File: src/rtl/serial_word_eeprom.sv
module serial_word_eeprom #(
  parameter int PROG_CYCLES = 500000
) (
  input  logic clk,
  input  logic rst_n,
  input  logic scl_i,
  input  logic sda_i,
  output logic sda_oe
);
  localparam int ROW_W = 5;
  localparam int ROWS  = 1 << ROW_W;
  localparam int CW    = $clog2(PROG_CYCLES + 1);

  localparam logic [3:0] S_IDLE  = 4'd0;
  localparam logic [3:0] S_CTRL  = 4'd1;
  localparam logic [3:0] S_CACK0 = 4'd2;
  localparam logic [3:0] S_CACK1 = 4'd3;
  localparam logic [3:0] S_WR    = 4'd4;
  localparam logic [3:0] S_WACK0 = 4'd5;
  localparam logic [3:0] S_WACK1 = 4'd6;
  localparam logic [3:0] S_RD    = 4'd7;
  localparam logic [3:0] S_RACK  = 4'd8;
  localparam logic [3:0] S_RACK1 = 4'd9;
  localparam logic [3:0] S_HOLD  = 4'd10;

  logic             scl_q, sda_q;
  logic [3:0]       st;
  logic [2:0]       cnt;
  logic [7:0]       sh;
  logic             rnw, bsel, ack;
  logic [1:0]       mode, nbytes;
  logic [ROW_W-1:0] row;
  logic [15:0]      wbuf;
  logic [CW-1:0]    prog_cnt;
  logic [15:0]      mem [ROWS];

  wire busy     = prog_cnt != '0;
  wire scl_rise = scl_i & ~scl_q;
  wire scl_fall = ~scl_i & scl_q;
  wire start_c  = scl_i & scl_q & sda_q & ~sda_i;
  wire stop_c   = scl_i & scl_q & ~sda_q & sda_i;
  wire in_write = (st == S_WR) || (st == S_WACK0) || (st == S_WACK1);
  wire [7:0] rx = {sh[6:0], sda_i};
  wire lo_first = mode == 2'b01;
  wire [7:0] tx_pick = (bsel ^ lo_first) ? wbuf[7:0] : wbuf[15:8];
  wire [ROW_W-1:0] next_row = (mode == 2'b10) ? row + 1'b1 :
                              (mode == 2'b11) ? row - 1'b1 : row;

  always_ff @(posedge clk or negedge rst_n) begin
    if (!rst_n) begin
      scl_q    <= 1'b1;
      sda_q    <= 1'b1;
      st       <= S_IDLE;
      cnt      <= '0;
      sh       <= '0;
      rnw      <= 1'b0;
      bsel     <= 1'b0;
      ack      <= 1'b0;
      mode     <= '0;
      nbytes   <= '0;
      row      <= '0;
      wbuf     <= '0;
      prog_cnt <= '0;
      sda_oe   <= 1'b0;
      for (int i = 0; i < ROWS; i++) mem[i] <= '0;
    end else begin
      scl_q <= scl_i;
      sda_q <= sda_i;
      if (busy) begin
        prog_cnt <= prog_cnt - 1'b1;
        st       <= S_IDLE;
        sda_oe   <= 1'b0;
        if (prog_cnt == CW'(1)) mem[row] <= wbuf;
      end else if (start_c) begin
        st     <= S_CTRL;
        cnt    <= '0;
        nbytes <= '0;
        sda_oe <= 1'b0;
      end else if (stop_c) begin
        st     <= S_IDLE;
        sda_oe <= 1'b0;
        if (in_write && !rnw && nbytes != 2'd0) begin
          prog_cnt <= CW'(PROG_CYCLES);
          mem[row] <= '0;
        end
      end else begin
        case (st)
          S_CTRL: if (scl_rise) begin
            sh  <= rx;
            cnt <= cnt + 1'b1;
            if (cnt == 3'd7) begin
              rnw  <= rx[7];
              mode <= rx[6:5];
              row  <= rx[4:0];
              wbuf <= mem[rx[4:0]];
              bsel <= 1'b0;
              st   <= S_CACK0;
            end
          end
          S_CACK0: if (scl_fall) begin
            sda_oe <= 1'b1;
            st     <= S_CACK1;
          end
          S_CACK1: if (scl_fall) begin
            cnt <= '0;
            if (rnw) begin
              sh     <= tx_pick;
              sda_oe <= ~tx_pick[7];
              st     <= S_RD;
            end else begin
              sda_oe <= 1'b0;
              st     <= S_WR;
            end
          end
          S_WR: if (scl_rise) begin
            sh  <= rx;
            cnt <= cnt + 1'b1;
            if (cnt == 3'd7) begin
              if (nbytes != 2'd2) begin
                if (nbytes[0] ^ lo_first) wbuf[7:0] <= rx;
                else                      wbuf[15:8] <= rx;
                nbytes <= nbytes + 1'b1;
                ack    <= 1'b1;
              end else begin
                ack <= 1'b0;
              end
              st <= S_WACK0;
            end
          end
          S_WACK0: if (scl_fall) begin
            sda_oe <= ack;
            st     <= S_WACK1;
          end
          S_WACK1: if (scl_fall) begin
            sda_oe <= 1'b0;
            cnt    <= '0;
            st     <= S_WR;
          end
          S_RD: if (scl_fall) begin
            if (cnt == 3'd7) begin
              sda_oe <= 1'b0;
              st     <= S_RACK;
            end else begin
              cnt    <= cnt + 1'b1;
              sh     <= {sh[6:0], 1'b0};
              sda_oe <= ~sh[6];
            end
          end
          S_RACK: if (scl_rise) begin
            if (sda_i) begin
              st <= S_HOLD;
            end else begin
              bsel <= ~bsel;
              if (bsel) begin
                row  <= next_row;
                wbuf <= mem[next_row];
              end
              st <= S_RACK1;
            end
          end
          S_RACK1: if (scl_fall) begin
            sh     <= tx_pick;
            sda_oe <= ~tx_pick[7];
            cnt    <= '0;
            st     <= S_RD;
          end
          default: ;
        endcase
      end
    end
  end
endmodule

File: config.mk
export PLATFORM = sky130hd
export DESIGN_NAME = serial_word_eeprom
export DESIGN_NICKNAME = d
export VERILOG_FILES = /design/src/rtl/serial_word_eeprom.sv
export SDC_FILE = /design/constraint.sdc
export NUM_CORES = 1
export LEC_CHECK = 0
export BUFFER_PORTS_ARGS = -buffer_cell sky130_fd_sc_hd__buf_2
export CORE_ASPECT_RATIO = 1.75
export CORE_MARGIN = 1
export CORE_UTILIZATION = 40
export DETAILED_ROUTE_END_ITERATION = 16
export PLACE_DENSITY = 0.61
export SKIP_LAST_GASP = 1
export SYNTH_ARGS = -nofsm -noshare
export SYNTH_HDL_FRONTEND = slang
export SYNTH_SLANG_ARGS = --single-unit
File: constraint.sdc
create_clock -name clk -period 3.85 [get_ports clk]
set_input_delay 0.385 -clock clk [delete_from_list [all_inputs] [get_ports clk]]
set_output_delay 0.385 -clock clk [all_outputs]
set_load 0.02 [all_outputs]
==> key figures <==
Critical path
  – Critical Path RT: 4.35 ns
  – Crit. End Element: register
  – Reg2reg setup slack: 0.07 ns
  – Crit Path Class: reg -> reg
  – Crit start category: register
  – RR Startpoint: row[0]
  – R2R depth: 10
  – CP Max Fanout: 11
  – Reg-to-reg endpoint: wbuf[9]
  – Arrival time at the worst endpoint: 4.29 ns

Power
  – Max VDD drop: 0.000343 V
  – Leak: 0.0138 uW
  – PD cells: 342 mW/mm^2

Timing
  – Period minus WS final: 3.78 ns
  – FMAX: 264 MHz
  – WHS: 0.358 ns
  – Slew @ Worst Pin: 0.969 ns
  – Final worst-path cycle share: 98.2%
  – Headroom to the max-slew limit: 35.3%
  – Setup tns final: 0 ns
  – RSZ-0062 raised after global routing: false
  – Final hold vios: 0
  – Clk_skew: 0.0216 ns
  – Slew Viols, Final: 0
  – Final setup vio count: 0

Clock tree
  – Worst-path clk slew: 0.07 ns
  – H-tree depth: 2
  – CTS sink count: 576
  – Clock Path Buffers: 3
  – Clock latency on the worst-skew pair: 0.63 ns
  – CTS Buf Count: 53
  – Post-CTS setup buffers: 0
  – Root Buffer: clkbuf_16
  – CTS tree: yes

Layout
  – Fill cells: 7533
  – Final #Nets: 3359
  – Ant. Diodes: 0
  – Ratio of cells with drive above 1 in the final layout: 14.8%
  – P&R area growth vs syn: 12.0%

Synthesis
  – Syn Inst Count: 3423
  – FF+latch count, synth: 576
  – Post-Syn Nets: 3438
  – Ys flop type: dfrtp_1
  – Post-synthesis cell type count: 79
  – Synthesized area: 0.0316 sq mm
  – Seq/Total Area, Yosys: 45.6%
  – Mean Syn Cell Area: 9.25 sq um
  – Asr flop ratio synth: 100%
  – Yosys warns: 0
  – EDFF count, synth: 0

Global route
  – Largest net degree at the start of global routing: 88
  – Global route overflow: 0
  – First-pass GRT wire length: 184 mm
  – GR Util All Layers: 30.9%
  – Number of global-route vias before repair: 27700
  – Initial antenna violation count: 1

Routing
  – Post-Route WL: 124 mm
  – TritonRoute pass-1 iters: 8
  – Via-to-Cell Ratio: 6.36
  – Highest Signal Layer: met5
  – Met2 WL post-DR: 57.9 mm
  – DRT iter0 DRCs: 2744
  – Vias: 28100
  – WL/cell: 28.1 um
  – DRT met1 WL: 43.6 mm
  – Final ANT Viol Nets: 0
  – WL met3: 10.2 mm
  – Residual DRC: 0

Placement
  – Global placement routability congestion: 0.947
  – Estimated wirelength of the detail-placed design: 79.7 mm
  – PortBufs: 4

Die
  – Die X: 215 um
  – Core Area: 0.0784 sq mm
  – Starting density of the core: 40.3%
  – Die height: 374 um
  – Die area: 0.0803 sq mm
  – FP Rows: 136
  – IO Pins: 5

Flow run
  – Max_cap viols: 0

Hold path
  – Worst min path class: in -> async

Status
  – Outcome: complete, no violations
Yosys cell counts, types with 11 or more instances:
cell type	count	area, sq um
a31oi_1	33	206
a2111oi_0	27	236
nand4_1	29	181
buf_2	22	110
o21ai_0	587	2940
mux2_2	18	203
nand2_1	846	3180
mux4_2	159	3580
dfrtp_1	574	14400
nor4_1	13	81.3
or3_1	14	87.6
nor2b_1	12	75.1
clkbuf_1	265	995
nand3_1	83	415
a211oi_1	13	97.6
a21oi_1	61	305
inv_1	17	63.8
and3_1	20	125
buf_1	34	128
o22ai_1	147	920
nor3_1	26	130
ha_1	11	138
mux2i_1	77	771
nor2_1	130	488
a311oi_1	36	315
xnor2_1	13	114
metal layers:
metal  GRT usage, %  vias to the layer above
met5              0                        -
met4           26.6                        2
met3           5.40                      577
met2           50.0                     1555
met1           35.4                    13800
li1               -                    12200
how the worst max path moves through the flow:
stage	start	endpoint	slack, ns	cells after the start
2_1_floorplan	row[0]	wbuf[10]	0.34	12
3_3_place_gp	row[1]	wbuf[6]	0.42	10
3_5_place_dp	mode[0]	wbuf[6]	0.33	9
4_1_cts	mode[0]	wbuf[6]	0.29	9
5_1_grt	row[0]	wbuf[9]	0.05	10
6_report	row[0]	wbuf[9]	0.07	10
flip-flops by register name, summed over array words and instances, names as in the netlist, 2 cells and up:
signal and flops:
mem 512, prog_cnt 19, wbuf 16, sh 7, row 5, st 4
cnt 3, mode 2, nbytes 2
worst max-delay path, cell delays in order (launching register included):
cell and delay, ns:
dfrtp_2 0.49, inv_1 0.11, ha_1 0.42, xnor2_2 0.79, a21boi_1 0.52, buf_4 0.31
o22ai_1 0.13, nor4_1 0.07, o41ai_1 0.39, o221ai_1 0.21, o22a_1 0.21
power breakdown:
part / switching [uW] / internal, uW
combinational: 180 / 58.0
clock: 2520 / 3320
sequential: 1.94 / 6050
kinds of logic after synthesis:
| group | Yosys count | share of synthesized area [%] |
|---|---|---|
| multiplexers | 254 | 14.4 |
| buffers and inverters | 341 | 4.16 |
| flip-flops | 576 | 45.6 |
| XOR/XNOR | 17 | 0.470 |
| AND/OR/NAND/NOR | 1231 | 16.7 |
| AO/OA/AOI/OAI | 993 | 18.3 |
| adder cells (fa/ha/maj) | 11 | 0.435 |
placed cells by master (no fill, tap or decap), types with 10 or more instances in the layout:
master and count:
o22ai_1 147, mux2i_1 77, clkbuf_8 14, clkbuf_16 53, ha_1 11, or3_1 14, mux4_2 159, buf_12 27
a311oi_1 36, a21oi_1 60, nor3_1 25, inv_1 17, buf_4 155, mux2_2 18, a211oi_1 13, nor2b_1 11
o21ai_0 587, nand3_1 79, and3_1 20, nand2_1 845, nand4_1 29, xnor2_1 10, dfrtp_1 570, a2111oi_0 27
a31oi_1 33, clkinv_2 14, nor2_1 129, nor4_1 13
per-stage QoR:
step           area, sq um  setup slack (ns)  utilization, %  instances  total power [uW]
2_1_floorplan        31600             0.335               -       3423              6240
5_1_grt              35500            0.0458            45.2       4422             12400
3_5_place_dp         33600             0.325            42.8       4322              6410
4_1_cts              35500             0.295            45.2       4422             12200
6_report             35500            0.0677            45.2       4422             12100
3_3_place_gp         33600             0.424            42.8       4322              6410
cell type report:
cell class              instances  area, sq um  area share (%)
multi-input cells            2506        16000            45.2
clock inverters                25          335           0.946
well taps                    1035         1290            3.65
clock buffers                  73         1530            4.32
inverters                      19         71.3           0.201
flip-flops and latches        576        14400            40.7
repair buffers                188         1760            4.97
repair_timing:
| action | CTS | global route |
|---|---|---|
| endpoints found under the hold margin | 75 | 0 |
| hold buffers | 2 | 0 |
| gates resized for setup | 0 | 0 |
(Power assumes the default switching activity.)
